**config.mk**
```make
export PLATFORM = sky130hd
export DESIGN_NAME = benes_layer_setter
export DESIGN_NICKNAME = d
export VERILOG_FILES = /design/src/rtl/benes_layer_pkg.sv /design/src/rtl/benes_layer_ctrl.sv /design/src/rtl/benes_layer_datapath.sv /design/src/rtl/benes_layer_setter.sv
export SDC_FILE = /design/constraint.sdc
export NUM_CORES = 1
export LEC_CHECK = 0
export BUFFER_PORTS_ARGS = -buffer_cell sky130_fd_sc_hd__buf_2
export CAP_MARGIN = 20
export CELL_PAD_IN_SITES_DETAIL_PLACEMENT = 1
export CELL_PAD_IN_SITES_GLOBAL_PLACEMENT = 2
export CORE_MARGIN = 2
export CORE_UTILIZATION = 39
export DETAILED_ROUTE_END_ITERATION = 10
export PLACE_DENSITY = 0.85
export SLEW_MARGIN = 20
export SYNTH_ARGS = -nofsm -noshare
export SYNTH_HDL_FRONTEND = slang
export SYNTH_SLANG_ARGS = --single-unit
```
**constraint.sdc**
```tcl
create_clock -name clk -period 2.74 [get_ports clk]
set_input_delay 0 -clock clk [delete_from_list [all_inputs] [get_ports clk]]
set_output_delay 0 -clock clk [all_outputs]
set_load 0.01 [all_outputs]
```
**src/rtl/benes_layer_pkg.sv**
```systemverilog
package benes_layer_pkg;

  // Strobes from the sequencer to the datapath
  typedef struct packed {
    logic capture;   // copy the incoming list into the slot registers
    logic advance;   // process the current even/odd slot pair
    logic finish;    // this advance is the final one
  } layerStrobe_t;

endpackage

```
**src/rtl/benes_layer_ctrl.sv**
```systemverilog
module benes_layer_ctrl
  import benes_layer_pkg::*;
#(
  parameter int HALF  = 4,
  parameter int IDX_W = 2
) (
  input  logic             clk,
  input  logic             rst_n,
  input  logic             start,
  output layerStrobe_t     strobe,
  output logic [IDX_W-1:0] stepIdx,
  output logic             busy,
  output logic             done
);

  localparam logic [IDX_W-1:0] LAST_IDX = IDX_W'(HALF - 1);

  typedef enum logic {ST_IDLE, ST_RUN} ctrlState_t;

  ctrlState_t state;

  always_comb begin
    strobe.capture = (state == ST_IDLE) && start;
    strobe.advance = (state == ST_RUN);
    strobe.finish  = (state == ST_RUN) && (stepIdx == LAST_IDX);
  end

  assign busy = (state == ST_RUN);

  always_ff @(posedge clk or negedge rst_n) begin
    if (!rst_n) begin
      state   <= ST_IDLE;
      stepIdx <= '0;
      done    <= 1'b0;
    end else begin
      done <= strobe.finish;
      if (strobe.capture) begin
        state   <= ST_RUN;
        stepIdx <= '0;
      end else if (strobe.advance) begin
        if (strobe.finish) begin
          state   <= ST_IDLE;
          stepIdx <= '0;
        end else begin
          stepIdx <= stepIdx + 1'b1;
        end
      end
    end
  end

endmodule

```
**src/rtl/benes_layer_datapath.sv**
```systemverilog
module benes_layer_datapath
  import benes_layer_pkg::*;
#(
  parameter int NUM_PORTS = 8,
  parameter int PORT_W    = 3,
  parameter int SUB_W     = 2,
  parameter int HALF      = 4,
  parameter int IDX_W     = 2
) (
  input  logic                        clk,
  input  logic                        rst_n,
  input  layerStrobe_t                strobe,
  input  logic [IDX_W-1:0]            stepIdx,
  input  logic [NUM_PORTS*PORT_W-1:0] listInFlat,
  input  logic [NUM_PORTS*PORT_W-1:0] listOutFlat,
  output logic [HALF-1:0]             inSwitch,
  output logic [HALF-1:0]             outSwitch,
  output logic [HALF*SUB_W-1:0]       upperFlat,
  output logic [HALF*SUB_W-1:0]       lowerFlat
);

  logic [PORT_W-1:0] newIn   [NUM_PORTS];
  logic [PORT_W-1:0] newOut  [NUM_PORTS];
  logic [PORT_W-1:0] slotIn  [NUM_PORTS];
  logic [PORT_W-1:0] slotOut [NUM_PORTS];
  logic [SUB_W-1:0]  upperTab [HALF];
  logic [SUB_W-1:0]  lowerTab [HALF];
  logic [HALF-1:0]   inSwReg;
  logic [HALF-1:0]   outSwReg;

  // Unpack the flat list ports
  for (genvar k = 0; k < NUM_PORTS; k++) begin : g_unpack
    assign newIn[k]  = listInFlat[k*PORT_W +: PORT_W];
    assign newOut[k] = listOutFlat[k*PORT_W +: PORT_W];
  end

  // Capture the sorted list
  always_ff @(posedge clk or negedge rst_n) begin
    if (!rst_n) begin
      for (int k = 0; k < NUM_PORTS; k++) begin
        slotIn[k]  <= '0;
        slotOut[k] <= '0;
      end
    end else if (strobe.capture) begin
      for (int k = 0; k < NUM_PORTS; k++) begin
        slotIn[k]  <= newIn[k];
        slotOut[k] <= newOut[k];
      end
    end
  end

  // Current even slot and its odd partner
  logic [PORT_W-1:0] evenIn, evenOut, oddIn, oddOut;
  logic [PORT_W-1:0] evenPos, oddPos;

  always_comb begin
    evenPos = {stepIdx, 1'b0};
    oddPos  = {stepIdx, 1'b1};
    evenIn  = slotIn[evenPos];
    evenOut = slotOut[evenPos];
    oddIn   = slotIn[oddPos];
    oddOut  = slotOut[oddPos];
  end

  // Switch state: the port's low bit says whether it is the second port of its switch
  always_ff @(posedge clk or negedge rst_n) begin
    if (!rst_n) begin
      inSwReg  <= '0;
      outSwReg <= '0;
    end else if (strobe.advance) begin
      inSwReg[evenIn[PORT_W-1:1]]   <= evenIn[0];
      outSwReg[evenOut[PORT_W-1:1]] <= evenOut[0];
    end
  end

  // Half-size tables, each indexed by the halved input port
  always_ff @(posedge clk or negedge rst_n) begin
    if (!rst_n) begin
      for (int j = 0; j < HALF; j++) begin
        upperTab[j] <= '0;
        lowerTab[j] <= '0;
      end
    end else if (strobe.advance) begin
      upperTab[evenIn[PORT_W-1:1]] <= evenOut[PORT_W-1:1];
      lowerTab[oddIn[PORT_W-1:1]]  <= oddOut[PORT_W-1:1];
    end
  end

  assign inSwitch  = inSwReg;
  assign outSwitch = outSwReg;

  for (genvar j = 0; j < HALF; j++) begin : g_pack
    assign upperFlat[j*SUB_W +: SUB_W] = upperTab[j];
    assign lowerFlat[j*SUB_W +: SUB_W] = lowerTab[j];
  end

endmodule

```
**src/rtl/benes_layer_setter.sv**
```systemverilog
module benes_layer_setter
  import benes_layer_pkg::*;
#(
  parameter int NUM_PORTS = 8,
  localparam int PORT_W = $clog2(NUM_PORTS),
  localparam int SUB_W  = PORT_W - 1,
  localparam int HALF   = NUM_PORTS / 2,
  localparam int IDX_W  = $clog2(HALF)
) (
  input  logic                        clk,
  input  logic                        rst_n,
  input  logic                        start,
  input  logic [NUM_PORTS*PORT_W-1:0] listIn,
  input  logic [NUM_PORTS*PORT_W-1:0] listOut,
  output logic [HALF-1:0]             inSwitch,
  output logic [HALF-1:0]             outSwitch,
  output logic [HALF*SUB_W-1:0]       upperTable,
  output logic [HALF*SUB_W-1:0]       lowerTable,
  output logic                        busy,
  output logic                        done
);

  layerStrobe_t     strobe;
  logic [IDX_W-1:0] stepIdx;

  benes_layer_ctrl #(
    .HALF (HALF),
    .IDX_W(IDX_W)
  ) u_ctrl (
    .clk    (clk),
    .rst_n  (rst_n),
    .start  (start),
    .strobe (strobe),
    .stepIdx(stepIdx),
    .busy   (busy),
    .done   (done)
  );

  benes_layer_datapath #(
    .NUM_PORTS(NUM_PORTS),
    .PORT_W   (PORT_W),
    .SUB_W    (SUB_W),
    .HALF     (HALF),
    .IDX_W    (IDX_W)
  ) u_dp (
    .clk        (clk),
    .rst_n      (rst_n),
    .strobe     (strobe),
    .stepIdx    (stepIdx),
    .listInFlat (listIn),
    .listOutFlat(listOut),
    .inSwitch   (inSwitch),
    .outSwitch  (outSwitch),
    .upperFlat  (upperTable),
    .lowerFlat  (lowerTable)
  );

endmodule

```
* Word level (Yosys, flattened, before mapping)
Index checks and enable logic that the tools add are counted.
** Operators by class
- Add/subtract/negate cells :: 1
- Multipliers :: 0
- Divide/modulo/power cells :: 0
- Order comparisons :: 10
- Equal/unequal tests :: 1
- Shifts and indexed selects :: 0
- Mux-type cells :: 30
- Bitwise gates (word level) :: 5
- Reductions and logical operators :: 7
** Operators by type and width (count)
- binary-select mux 3 bit (select 3 bit) :: 4
- two-way mux 3 bit :: 8
- bitwise mux 8 bit :: 2
- two-way mux 2 bit :: 5
- bitwise mux 4 bit :: 2
- demux 2 bit (select 2 bit) :: 2
- greater-or-equal comparator 4 bit, second input constant :: 2
- inverter 3 -> 4 bit :: 2
- greater-or-equal comparator 3 bit, second input constant :: 2
- logical AND 1 bit :: 6
- < comparator 2 x 3 -> 1 bit, second input constant :: 2
- < comparator 3 x 1 -> 1 bit, second input constant :: 2
- inverter 2 -> 3 bit :: 2
- two-way mux 1 bit :: 5
- demux 1 bit (select 2 bit) :: 2
- greater-or-equal comparator 2 x 1 -> 1 bit, second input constant :: 2
- adder 2 x 1 -> 2 bit, second input constant :: 1
- equality test 2 bit, second input constant :: 1
- nonzero test 2 bit :: 1
- inverter 1 bit :: 1
** Storage, ports and cells
- Bits in registers :: 76
- Bits in latches :: 0
- Bits in writable memories :: 0
- ROM bits :: 0
- Bits of input ports :: 51
- Word-level logic and storage cells :: 83
- Memories :: 0

* Logic depth before layout (Yosys ltp)
Gate-level depths: netlist of run 1.
- Word-level depth :: 10
- Gate-level depth with buffers :: 6
- Mapped depth without buffers :: 4

* Hierarchy
Synthesis of run 1 repeated with hierarchy kept, for this count alone.
** Second synthesis, totals
- Cells, all modules :: 183
- Area, all modules :: 2922.8 µm²
** Modules (own cells, without submodules)
- benes_layer_datapath :: times used 1, cells an instance 170, area each 2753.9 µm², sequential area each 1601.5 µm²
- benes_layer_ctrl :: times used 1, cells an instance 13, area each 168.9 µm², sequential area each 100.1 µm²

* Worst setup path after synthesis of run 1
OpenSTA, ideal clock, no wires.
- Path type :: register to register
- Start :: reg u_ctrl.stepIdx[0]
- End :: reg u_dp.outSwReg[0] (netlist: u_dp.outSwitch[0])
- Setup time :: 0.125 ns
- Arrival :: 1.583 ns
- Required time :: 2.615 ns
- Slack :: 1.033 ns
- Cell stages (with the launch flop) :: 4
- Path buffers :: 0
- Period minus slack after synthesis :: 1.707 ns
- Path through :: dfrtp_1 mux4_1 nor2b_1 mux2_2
** On the way
- Cells in the longest elaborated chain, start to end :: 9
** Ends and longest elaborated chain
- start: declaration :: RTL line benes_layer_ctrl.sv:11 : output logic [IDX_W-1:0] stepIdx,
- start signal: assignment :: RTL line benes_layer_ctrl.sv:45 : stepIdx <= stepIdx + 1'b1;
- inverter 3 -> 4 bit (not written as such) (*) :: RTL line benes_layer_datapath.sv:60 : evenOut = slotOut[evenPos];
- binary-select mux 3 bit (select 3 bit) (*) :: RTL line benes_layer_datapath.sv:60
- two-way mux 3 bit (not written as such) (*) (2 in series) :: RTL line benes_layer_datapath.sv:60
- < comparator 2 x 3 -> 1 bit (not written as such) / greater-or-equal comparator 2 x 1 -> 1 bit (equally long branches) :: RTL line benes_layer_datapath.sv:72 : outSwReg[evenOut[PORT_W-1:1]] <= evenOut[0];
- logical AND 1 bit (not written as such) :: RTL line benes_layer_datapath.sv:72
- two-way mux 1 bit (not written as such) :: RTL line benes_layer_datapath.sv:72
- demux 1 bit (select 2 bit)
- bitwise mux 4 bit (*) :: RTL line benes_layer_datapath.sv:72
- end signal: indexed assignment :: RTL line benes_layer_datapath.sv:72
- end: declaration :: RTL line benes_layer_datapath.sv:29 : logic [HALF-1:0] outSwReg;
Mark *: on every way between the ends. The rest lies on a longest branch, timed or not. The select of a mux whose other input is x is not followed.
A chain may end at the register's enable or synchronous reset.

* Worst setup path after layout of run 1
Ends and elaborated chain as after synthesis.

==> results of run 1 <==
-- repair_timing --
item	4_1_cts	5_1_grt
hold buffers	42	0
setup buffers	0	0
endpoints found under the setup margin	0	0
endpoints found under the hold margin	111	0
resized for setup	0	0
-- through the flow --
stage | instances | setup slack [ps] | hold WS (ps) | area, um2 | total power [mW]
after floorplan | 185 | 1030 | -296 | 2920 | 3.41
after global placement | 349 | 639 | 231 | 3390 | 3.93
after detailed placement | 349 | 618 | 235 | 3390 | 4.03
after CTS | 407 | 611 | 407 | 4040 | 5.05
after global routing | 407 | 465 | 429 | 4040 | 5.34
final | 407 | 650 | 366 | 4040 | 4.98
-- routing by layer --
metal  track usage (%)  vias up
met5                 0        -
met2              28.9       47
met4              8.59        0
met3              3.01       11
met1              21.1      981
li1                  -      905
-- how the worst max path moves through the flow --
stage	depth (start not counted)	startpoint	end
floorplan	3	u_ctrl.stepIdx[0]	u_dp.outSwitch[0]
global placement	3	u_ctrl.stepIdx[0]	u_dp.outSwitch[0]
detailed placement	3	u_ctrl.stepIdx[0]	u_dp.outSwitch[0]
CTS	3	u_ctrl.stepIdx[0]	u_dp.outSwitch[0]
global route	3	u_ctrl.stepIdx[0]	u_dp.outSwitch[0]
finish	3	u_ctrl.stepIdx[0]	u_dp.outSwitch[0]
-- cell usage in the layout (no fill, tap or decap), types with 2 or more instances in the layout --
cell and count:
a22o_1 3, and2_1 2, buf_2 68, buf_4 3, bufinv_16 2, clkbuf_8 12, dfrtp_1 68, dlygate4sd3_1 42
mux2_2 64, mux2i_1 7, mux4_2 6, nand2_1 6, nand2b_1 3, nor2_1 4, nor2b_1 2, nor2b_4 3
o21ai_0 2, o22a_1 2
-- worst min-delay path, stage by stage --
cell and delay (ps):
dlygate4sd3_1 520, buf_2 90, buf_4 630
-- layout make-up --
type	instances	area, um2
fill	753	3210
sequential	68	1700
clock inverter	3	67.6
timing repair buffer	114	803
clock buffer	13	169
tap	99	124
multi-input combinational	110	1180
-- power groups by stage --
stage,Sequential [mW],Combinational [mW],Clock [mW]
detailed placement,1.88,2.14,0
global placement,1.85,2.07,0
global route,1.94,2.38,1.02
finish,1.85,2.17,0.955
floorplan,1.85,1.56,0
CTS,1.87,2.20,0.981
-- cell families (layout without fill, tap and decap cells) --
logic type,count (synthesis),count (layout),share of synthesized area (%)
muxes,78,78,32.6
buffers and inverters,7,130,1.71
and+or+nand+nor,23,23,4.97
DFF,68,68,58.2
adders and majority gates,1,1,0.428
AOI/OAI and AO/OA,8,8,2.06
-- sequential cells by signal (all words and copies together) (netlist names) --
| register | count |
|---|---|
| u_ctrl.busy | 1 |
| u_ctrl.done | 1 |
| u_ctrl.stepIdx | 2 |
| u_dp.inSwitch | 4 |
| u_dp.lowerFlat | 8 |
| u_dp.outSwitch | 4 |
| u_dp.slotIn | 20 |
| u_dp.slotOut | 20 |
| u_dp.upperFlat | 8 |
==> summary.md, run 1 <==
| Metric | Value |
|---|---|
| Clock transition at the registers of the reported paths | `~80 ps` |
| Post-layout nets | `~360` |
| Worst reg2reg path startpoint | `u_ctrl.stepIdx[0]` |
| R2R setup slack | `~650 ps` |
| Min-Delay Path Class | `in2async` |
| Die height | `90.6 um` |
| Wire length on met2 | `roughly 3.3 mm` |
| HPWL Detailed | `4.25 mm` |
| Pins over their slew limit | `0` |
| DRC viols | `0` |
| Synth top cells by count | `dfrtp_1, mux2_2, mux2i_1` |
| Synth Instances | `185` |
| Critical Path AT | `2310 ps` |
| DRT Wirelength | `6.35 mm` |
| Post-layout util | `55.7%` |
| Critical setup path kind | `reg2reg` |
| Initial drt markers | `37` |
| Synthesized cell area | `just under 3000 um2` |
| Critical path buffers and inverters | `0` |
| Clock root cell | `clkbuf_8` |
| P_sw | `between 1.5 and 2 mW` |
| Grt ovf | `0` |
| Critical path's top delay family | `multiplexers` |
| First-pass GRT wire length | `10.9 mm` |
| Setup violations, final | `0` |
| Async S/R FF share, synth | `100%` |
| Routability cong. | `0.727` |
| H-Tree Depth | `3` |
| Final clock skew | `8.22 ps` |
| Worst-margin pin slew | `~840 ps` |
| Dominant cell by count in the synthesized netlist | `dfrtp_1` |
| Initial antenna violation count | `0` |
| Fin crit share | `76.3%` |
| Sequential share of the synthesized area | `58.2%` |
| Syn_nets | `237` |
| CP max-delay cell | `mux4_1` |
| Largest area contributor in the netlist | `dfrtp_1` |
| Number of synthesized flops with an enable pin | `0` |
| Largest net degree at the start of global routing | `about 70` |
| Switch share | `32.2%` |
| Clk Latency, worst-skew pair | `340 ps` |
| R2R depth | `3` |
| Layout cells sized above 1 | `52.6%` |
| Reg2reg end | `u_dp.outSwitch[0]` |
| Power Density | `1230 nW/um2` |
| Initial cell density of the core | `about 40%` |
| Synth unique cells | `22` |
| Nature of the critical path startpoint | `register` |
| Ys flop type | `dfrtp_1` |
| Number of global-route vias before repair | `~2200` |
| P_int | `about 3.4 mW` |
| # port buffers | `68` |
| Yosys top cell area share | `58.2%` |
| Hold Violations, Final | `0` |
| Slew margin rel. | `44.3%` |
| CP Max Fanout | `12` |
| Yosys reg bits | `68` |
| Antenna Violating Nets Remaining | `0` |
| Top cells by area, synth | `dfrtp_1, mux2_2, mux4_2, mux2i_1, nor2b_4` |
| Post-route setup TNS | `0 ps` |
| Flop pwr share | `37.2%` |
| Via count | `1944` |
| Total core area | `7250 um2` |
| RSZ-0062 raised after global routing | `false` |
| Die Span X | `90.6 um` |
| Longest Clk Path Bufs | `2` |
| CTS tree | `built` |
| Rows | `31` |
| DR WL/cell | `15.6 um` |
| Critical path, cell by cell | `mux4_1, nor2b_1, mux2_2` |
| Ports | `77` |
| Clock power share | `19.2%` |
| Vias/cell | `4.78` |
| Peak VDD IR | `around 0.52 mV` |
| Total global-route track usage | `17.1%` |
| Met1 Wirelength | `2.69 mm` |
| Max Clock Freq | `478 MHz` |
| Top Metal Used | `met4` |
| CTS Buf Count | `9` |
| Sink Count | `68` |
| Slowest Stage Delay on Critical Path | `780 ps` |
| Yosys warning count | `0` |
| Endpoint class of the critical path | `register` |
| Critical Path RT | `2960 ps` |
| Static leakage | `1.82 nW` |
| Combinational power share | `43.6%` |
| DR pass1 iterations | `4` |
| # diodes | `0` |
| Area delta synth->final | `38.4%` |
| Mapped Avg Cell Area | `15.8 um2` |
| Final Critical Period | `between 2000 and 2500 ps` |
| Max Cap Viol | `0` |
| WL met3 | `203 um` |
| Die area | `8200 um2` |
| Outcome | `finished clean` |
Note: power is estimated with default switching activity, not from simulation.
==> run 2, diff against run 1 <==
--- a/config.mk
+++ b/config.mk
@@ -10,9 +10,9 @@
 export CELL_PAD_IN_SITES_DETAIL_PLACEMENT = 1
 export CELL_PAD_IN_SITES_GLOBAL_PLACEMENT = 2
 export CORE_MARGIN = 2
-export CORE_UTILIZATION = 39
+export CORE_UTILIZATION = 32
 export DETAILED_ROUTE_END_ITERATION = 10
-export PLACE_DENSITY = 0.85
+export PLACE_DENSITY = 0.74
 export SLEW_MARGIN = 20
 export SYNTH_ARGS = -nofsm -noshare
 export SYNTH_HDL_FRONTEND = slang
==> constraint.sdc (replaced) <==
create_clock -name clk -period 1.65 [get_ports clk]
set_input_delay 0 -clock clk [delete_from_list [all_inputs] [get_ports clk]]
set_output_delay 0 -clock clk [all_outputs]
set_load 0.01 [all_outputs]
==> run 2 against run 1 <==
  * The run now ends with negative setup slack left
  * Routed wire length rose by 10%
  * Worst setup slack got worse by 740 ps
  * Sequential cell count did not move
  * Sequential power rose by 65%
  * Critical path depth did not move
  * Critical path type unchanged
  * Critical endpoint is now u_dp.lowerFlat[1]
==> summary.md, run 2 (synthesis results as in run 1) <==
| Metric | Value |
|---|---|
| Outcome | `finished with violations` |
| Failing checks | `negative setup slack` |
| Total global-route track usage | `between 10% and 20%` |
| Initial antenna violation count | `0` |
| R2R setup slack | `-90 ps` |
| CP Max Fanout | `7` |
| P_int | `5.89 mW` |
| Critical Path AT | `1970 ps` |
| R2R depth | `3` |
| Design area | `4210 um2` |
| Routability cong. | `0.687` |
| DRC viols | `0` |
| Fin crit share | `105%` |
| Grt ovf | `0` |
| Antenna Violating Nets Remaining | `0` |
| Most common cell after layout, fill and taps aside | `buf_2` |
| CP max-delay cell | `mux4_2` |
| Slack of the critical path | `-87.4 ps` |
| Post-layout nets | `364` |
| Sink Count | `68` |
| Die area | `9910 um2` |
| Flop pwr share | `34.6%` |
| Setup violations, final | `20` |
| Critical Path RT | `1880 ps` |
| Post-route setup TNS | `-954 ps` |
| P_sw | `2.96 mW` |
| Via count | `1979` |
| RSZ-0062 raised after global routing | `true` |
| Largest net degree at the start of global routing | `69` |
| Critical setup path kind | `reg2reg` |
| Critical path capture point | `u_dp.lowerFlat[1]` |
| Clk Latency, worst-skew pair | `340 ps` |
| Post-DP Area | `3480 um2` |
| Power Density | `2100 nW/um2` |
| Layout cells sized above 1 | `57.3%` |
| Clock root cell | `clkbuf_8` |
| Hold Violations, Final | `0` |
| H-Tree Depth | `3` |
| Slew margin rel. | `68.7%` |
| Peak VDD IR | `0.573 mV` |
| Nature of the critical path startpoint | `register` |
| DRT Wirelength | `6.98 mm` |
| First-pass GRT wire length | `11.4 mm` |
| Area delta synth->final | `44.1%` |
| Worst Setup SP | `u_ctrl.stepIdx[0]` |
| Slowest Stage Delay on Critical Path | `640 ps` |
| Critical path, cell by cell | `mux4_2, nor2b_4, mux2_4` |
| Number of global-route vias before repair | `2170` |
| Die Span X | `99.6 um` |
| Endpoint class of the critical path | `register` |
| Initial drt markers | `60` |
| Worst-margin pin slew | `457 ps` |
| Reg2reg end | `u_dp.lowerFlat[1]` |
| Die height | `between 90 and 100 um` |
| Pins over their slew limit | `0` |
| Initial cell density of the core | `33.2%` |
| Vias/cell | `4.67` |
| DR pass1 iterations | `3` |
| CTS tree | `built` |
| Largest regs | `u_dp.slotIn: 20 flops, u_dp.slotOut: 20 flops` |
| # port buffers | `68` |
| Longest Clk Path Bufs | `2` |
| Ports | `77` |
| Top Metal Used | `met4` |
| DR WL/cell | `16.5 um` |
| Static leakage | `1.91 nW` |
| Final clock skew | `6.17 ps` |
| Max Clock Freq | `576 MHz` |
| Final Critical Period | `1740 ps` |
| Wire length on met2 | `approximately 3.5 mm` |
| Combinational power share | `between 50 and 60%` |
| HPWL Detailed | `4.55 mm` |
| Met1 Wirelength | `3.15 mm` |
| # diodes | `0` |
| Min-Delay Path Class | `in2async` |
| Power, Total | `8.85 mW` |
| Clock transition at the registers of the reported paths | `70 ps` |
| Switch share | `33.4%` |
| CTS Buf Count | `9` |
| Total core area | `8810 um2` |
| Commonest non-fill, non-tap cells in the layout | `buf_2, dfrtp_1, mux2_2` |
| Max Cap Viol | `0` |
| Rows | `34` |
| WL met3 | `238 um` |
| Clock power share | `15.2%` |
| Worst reg2reg path startpoint | `u_ctrl.stepIdx[0]` |
run 2: power by group through the flow:
stage | Clock [mW] | Combinational, mW | Sequential (mW)
2_1_floorplan | 0 | 2.59 | 3.08
3_3_place_gp | 0 | 3.76 | 3.04
3_5_place_dp | 0 | 3.84 | 3.07
4_1_cts | 1.39 | 4.24 | 3.05
5_1_grt | 1.47 | 4.82 | 3.19
6_report | 1.34 | 4.45 | 3.06
run 2: how the worst min path moves through the flow:
stage           from               to  depth (start not counted)  slack [ps]
2_1_floorplan  rst_n      u_ctrl.busy                          0        -300
3_3_place_gp   rst_n  u_dp.slotOut[7]                          2          50
3_5_place_dp   rst_n  u_dp.slotOut[7]                          2          60
4_1_cts        rst_n  u_dp.slotOut[7]                          3         220
5_1_grt        rst_n   u_dp.slotIn[7]                          3         220
6_report       rst_n   u_dp.slotIn[7]                          3         200
run 2: layout make-up:
type / count / area [um2]
fill: 891 / 4600
sequential: 68 / 1700
multi-input combinational: 110 / 1270
timing repair buffer: 123 / 908
clock buffer: 10 / 138
tap: 108 / 135
clock inverter: 5 / 52.6
run 2: timing repair:
action | 4_1_cts | 5_1_grt
cloned | 0 | 0
buffers inserted | 2 | 0
pin swaps | 3 | 1
hold endpoints to repair | 111 | 0
hold buffers | 42 | 0
setup endpoints to repair | 24 | 24
gates resized for setup | 12 | 14
run 2: metal layers:
layer	up-vias	GRT usage [%]
li1	923	-
met1	1006	20.3
met2	41	24.3
met3	9	3.94
met4	0	5.69
met5	-	0
run 2: metrics by stage:
stage	util [%]	hold WS [ps]	worst slack, ps	std cells
after floorplan	-	-296	0.176	185
after global placement	39.6	47.3	-52.1	365
after detailed placement	39.6	56.5	-111	365
after CTS	47.3	216	-83.3	424
after global routing	47.8	224	-163	424
final	47.8	196	-87.4	424
run 2: critical path, delay by kind of cell, from the launching register on:
kind             cells  cell delay [ps]
multiplexers         2              960
AND/OR/NAND/NOR      1              200
flip-flops           1              470
==> run 3, diff against run 2 <==
--- a/config.mk
+++ b/config.mk
@@ -16,4 +16,5 @@
 export SLEW_MARGIN = 20
 export SYNTH_ARGS = -nofsm -noshare
 export SYNTH_HDL_FRONTEND = slang
+export SYNTH_HIERARCHICAL = 1
 export SYNTH_SLANG_ARGS = --single-unit
==> run 3 against run 2 <==
  * The run still ends with negative setup slack left
  * Clock skew grew 2.0 ps
  * Utilization increased by 0.88 points
  * Critical path depth is the same
  * Maximum frequency rose by 0.17%
  * Global-route usage increased by 0.18 points
  * Register-to-register slack is essentially flat
  * Worst setup slack better by 3.0 ps
  * Total power rose by 5.0%
  * Critical endpoint is now u_dp/upperFlat[2]
  * Largest power group unchanged
==> summary.md, run 3 <==
| Metric | Value |
|---|---|
| Outcome | `finished with violations` |
| Failing checks | `negative setup slack` |
| Vias/cell | `4.67` |
| Sink Count | `between 60 and 70` |
| Area of the multi-input gates | `1310 um2` |
| DRT Wirelength | `6.98 mm` |
| Critical Path RT | `approximately 1900 ps` |
| Mapped Avg Cell Area | `between 15 and 20 um2` |
| Die height | `around 100 um` |
| Power Density | `about 2200 nW/um2` |
| Slowest Stage Delay on Critical Path | `630 ps` |
| Number of global-route vias before repair | `2204` |
| Grt ovf | `0` |
| Worst reg2reg path startpoint | `u_ctrl/stepIdx[0]` |
| CTS tree | `built` |
| Commonest non-fill, non-tap cells in the layout | `buf_2, dfrtp_1, mux2_2` |
| Yosys top cell area share | `58.2%` |
| Antenna Violating Nets Remaining | `0` |
| Critical Path AT | `1960 ps` |
| Sequential share of the synthesized area | `58.2%` |
| H-Tree Depth | `3` |
| Die area | `a little under 10000 um2` |
| Clock transition at the registers of the reported paths | `70 ps` |
| Worst-margin pin slew | `339 ps` |
| Peak VDD IR | `0.719 mV` |
| Post-CTS setup buffer count | `0` |
| Final clock skew | `8.14 ps` |
| R2R setup slack | `-80 ps` |
| Number of synthesized flops with an enable pin | `0` |
| Total global-route track usage | `around 15%` |
| Max Cap Viol | `0` |
| Die Span X | `99.6 um` |
| RSZ-0062 raised after global routing | `true` |
| Hold Violations, Final | `0` |
| Critical path buffers and inverters | `0` |
| Endpoint class of the critical path | `register` |
| Async S/R FF share, synth | `100%` |
| Synth top cells by count | `dfrtp_1, mux2_2, mux2i_1` |
| Synthesized cell area | `slightly below 3000 um2` |
| Clock root cell | `clkbuf_8` |
| Dominant cell by count in the synthesized netlist | `dfrtp_1` |
| Design area | `around 4300 um2` |
| Critical path, cell by cell | `mux4_2, nor2b_4, mux2_4` |
| Final Critical Period | `1730 ps` |
| Ys flop type | `dfrtp_1` |
| Yosys warning count | `6` |
| Largest area contributor in the netlist | `dfrtp_1` |
| Critical path's top delay family | `multiplexers` |
| DR WL/cell | `roughly 16 um` |
| Post-layout nets | `363` |
| Total core area | `approximately 8800 um2` |
| Yosys reg bits | `68` |
| First-pass GRT wire length | `~12 mm` |
| Reg area | `1700 um2` |
| Max Clock Freq | `577 MHz` |
| Rows | `34` |
| Area delta synth->final | `46.7%` |
| DR pass1 iterations | `4` |
| Ports | `between 70 and 80` |
| Initial antenna violation count | `0` |
| Pins over their slew limit | `0` |
| Via count | `1980` |
| Static leakage | `1.98 nW` |
| Clk Latency, worst-skew pair | `350 ps` |
| Synth unique cells | `23` |
| Slack of the critical path | `-84.4 ps` |
| Critical setup path kind | `reg2reg` |
| Most common cell after layout, fill and taps aside | `buf_2` |
| # port buffers | `68` |
| Largest regs | `u_dp/slotIn: 20 flops, u_dp/slotOut: 20 flops` |
| Fillers | `903` |
| Setup violations, final | `23` |
| Routability cong. | `0.756` |
| Nature of the critical path startpoint | `register` |
| Top cells by area, synth | `dfrtp_1, mux2_2, mux4_1, mux2i_1, mux4_2` |
| DRC viols | `0` |
| HPWL Detailed | `4.63 mm` |
| Longest Clk Path Bufs | `2` |
| Initial drt markers | `60` |
| Largest net degree at the start of global routing | `69` |
| CP Max Fanout | `7` |
| Syn_nets | `235` |
| Worst Setup SP | `u_ctrl/stepIdx[0]` |
| Post-DP Area | `3510 um2` |
| # diodes | `0` |
| Layout cells sized above 1 | `around three fifths` |
| Fin crit share | `105%` |
| Synth Instances | `183` |
| Initial cell density of the core | `33.2%` |
| Min-Delay Path Class | `in2async` |
| Hold_ws | `between 150 and 200 ps` |
| CP max-delay cell | `mux4_2` |
| CTS Buf Count | `9` |
| Slew margin rel. | `76.7%` |
-- run 3: changes by cell type in the layout (fill, tap and decap cells not counted), moves of 2 or more --
| cell | before | now |
|---|---|---|
| mux2_2 | 49 | 44 |
| mux2_4 | 15 | 20 |
| clkbuf_8 | 10 | 13 |
| clkinv_2 | 3 | 1 |
| nand2_1 | 4 | 2 |
| nand2b_1 | 3 | 1 |
| o21ai_0 | 2 | 0 |
-- run 3: what timing repair did --
item                                   CTS  global route
setup endpoints to repair               23            24
hold buffers                            42             0
endpoints found under the hold margin  109             0
gates resized for setup                 27            17
pin swaps                                5             3
-- run 3: cell type report --
type                       instances  area share, %
clock buffer                      13           4.17
clock inverter                     3          0.992
multi-input combinational        108           30.6
sequential                        68           39.7
tap                              108           3.15
timing repair buffer             124           21.4
-- run 3: worst paths after layout --
path                                     endpoint  cells past startpoint
worst max register to register  u_dp/upperFlat[2]                      3
max in group asynchronous       u_ctrl/stepIdx[0]                      3
worst max-delay path            u_dp/upperFlat[2]                      3
worst min-delay path             u_dp/slotOut[13]                      3
min in group clk                 u_dp/slotOut[16]                      3
worst min register to register    u_dp/slotOut[1]                      1
-- run 3: metrics by stage --
stage | TNS (ps) | setup slack (ps) | utilization [%] | total power [mW] | std cells
final | -1140 | -84.4 | 48.7 | 9.29 | 424
after global routing | -3030 | -175 | 48.7 | 9.93 | 424
after CTS | -1250 | -84.4 | 47.9 | 9.05 | 424
after detailed placement | -1510 | -136 | 39.9 | 6.97 | 366
after global placement | -830 | -84.7 | 39.9 | 6.86 | 366
after floorplan | -922 | -83.3 | - | 5.64 | 183
-- run 3: kinds of logic (layout without fill, tap and decap cells) --
group                    Yosys count  after routing  synth area share, %
AO/OA/AOI/OAI                      8              8                 2.35
adder cells (fa/ha/maj)            1              1                0.428
buffers and inverters              7            140                 1.54
flip-flops                        68             68                 58.2
multiplexers                      78             78                 33.1
AND/OR/NAND/NOR                   21             21                 4.37
-- run 3: worst reg2reg max path: cells and delay by family, from the launching register on --
kind	cells	cell delay (ps)
AND/OR/NAND/NOR	1	210
multiplexers	2	950
flip-flops	1	460
-- run 3: per-layer routing --
metal	track usage, %	part of all wire (%)
met1	20.0	46
met2	24.4	49
met3	3.37	3.6
met4	8.22	2.1
met5	0	0
-- run 3: where the power goes --
part           switching [mW]  total [mW]  internal (mW)
sequential              0.519        3.08           2.56
combinational            1.95        4.74           2.79
clock                   0.617        1.48          0.860
total                    3.09        9.29           6.21
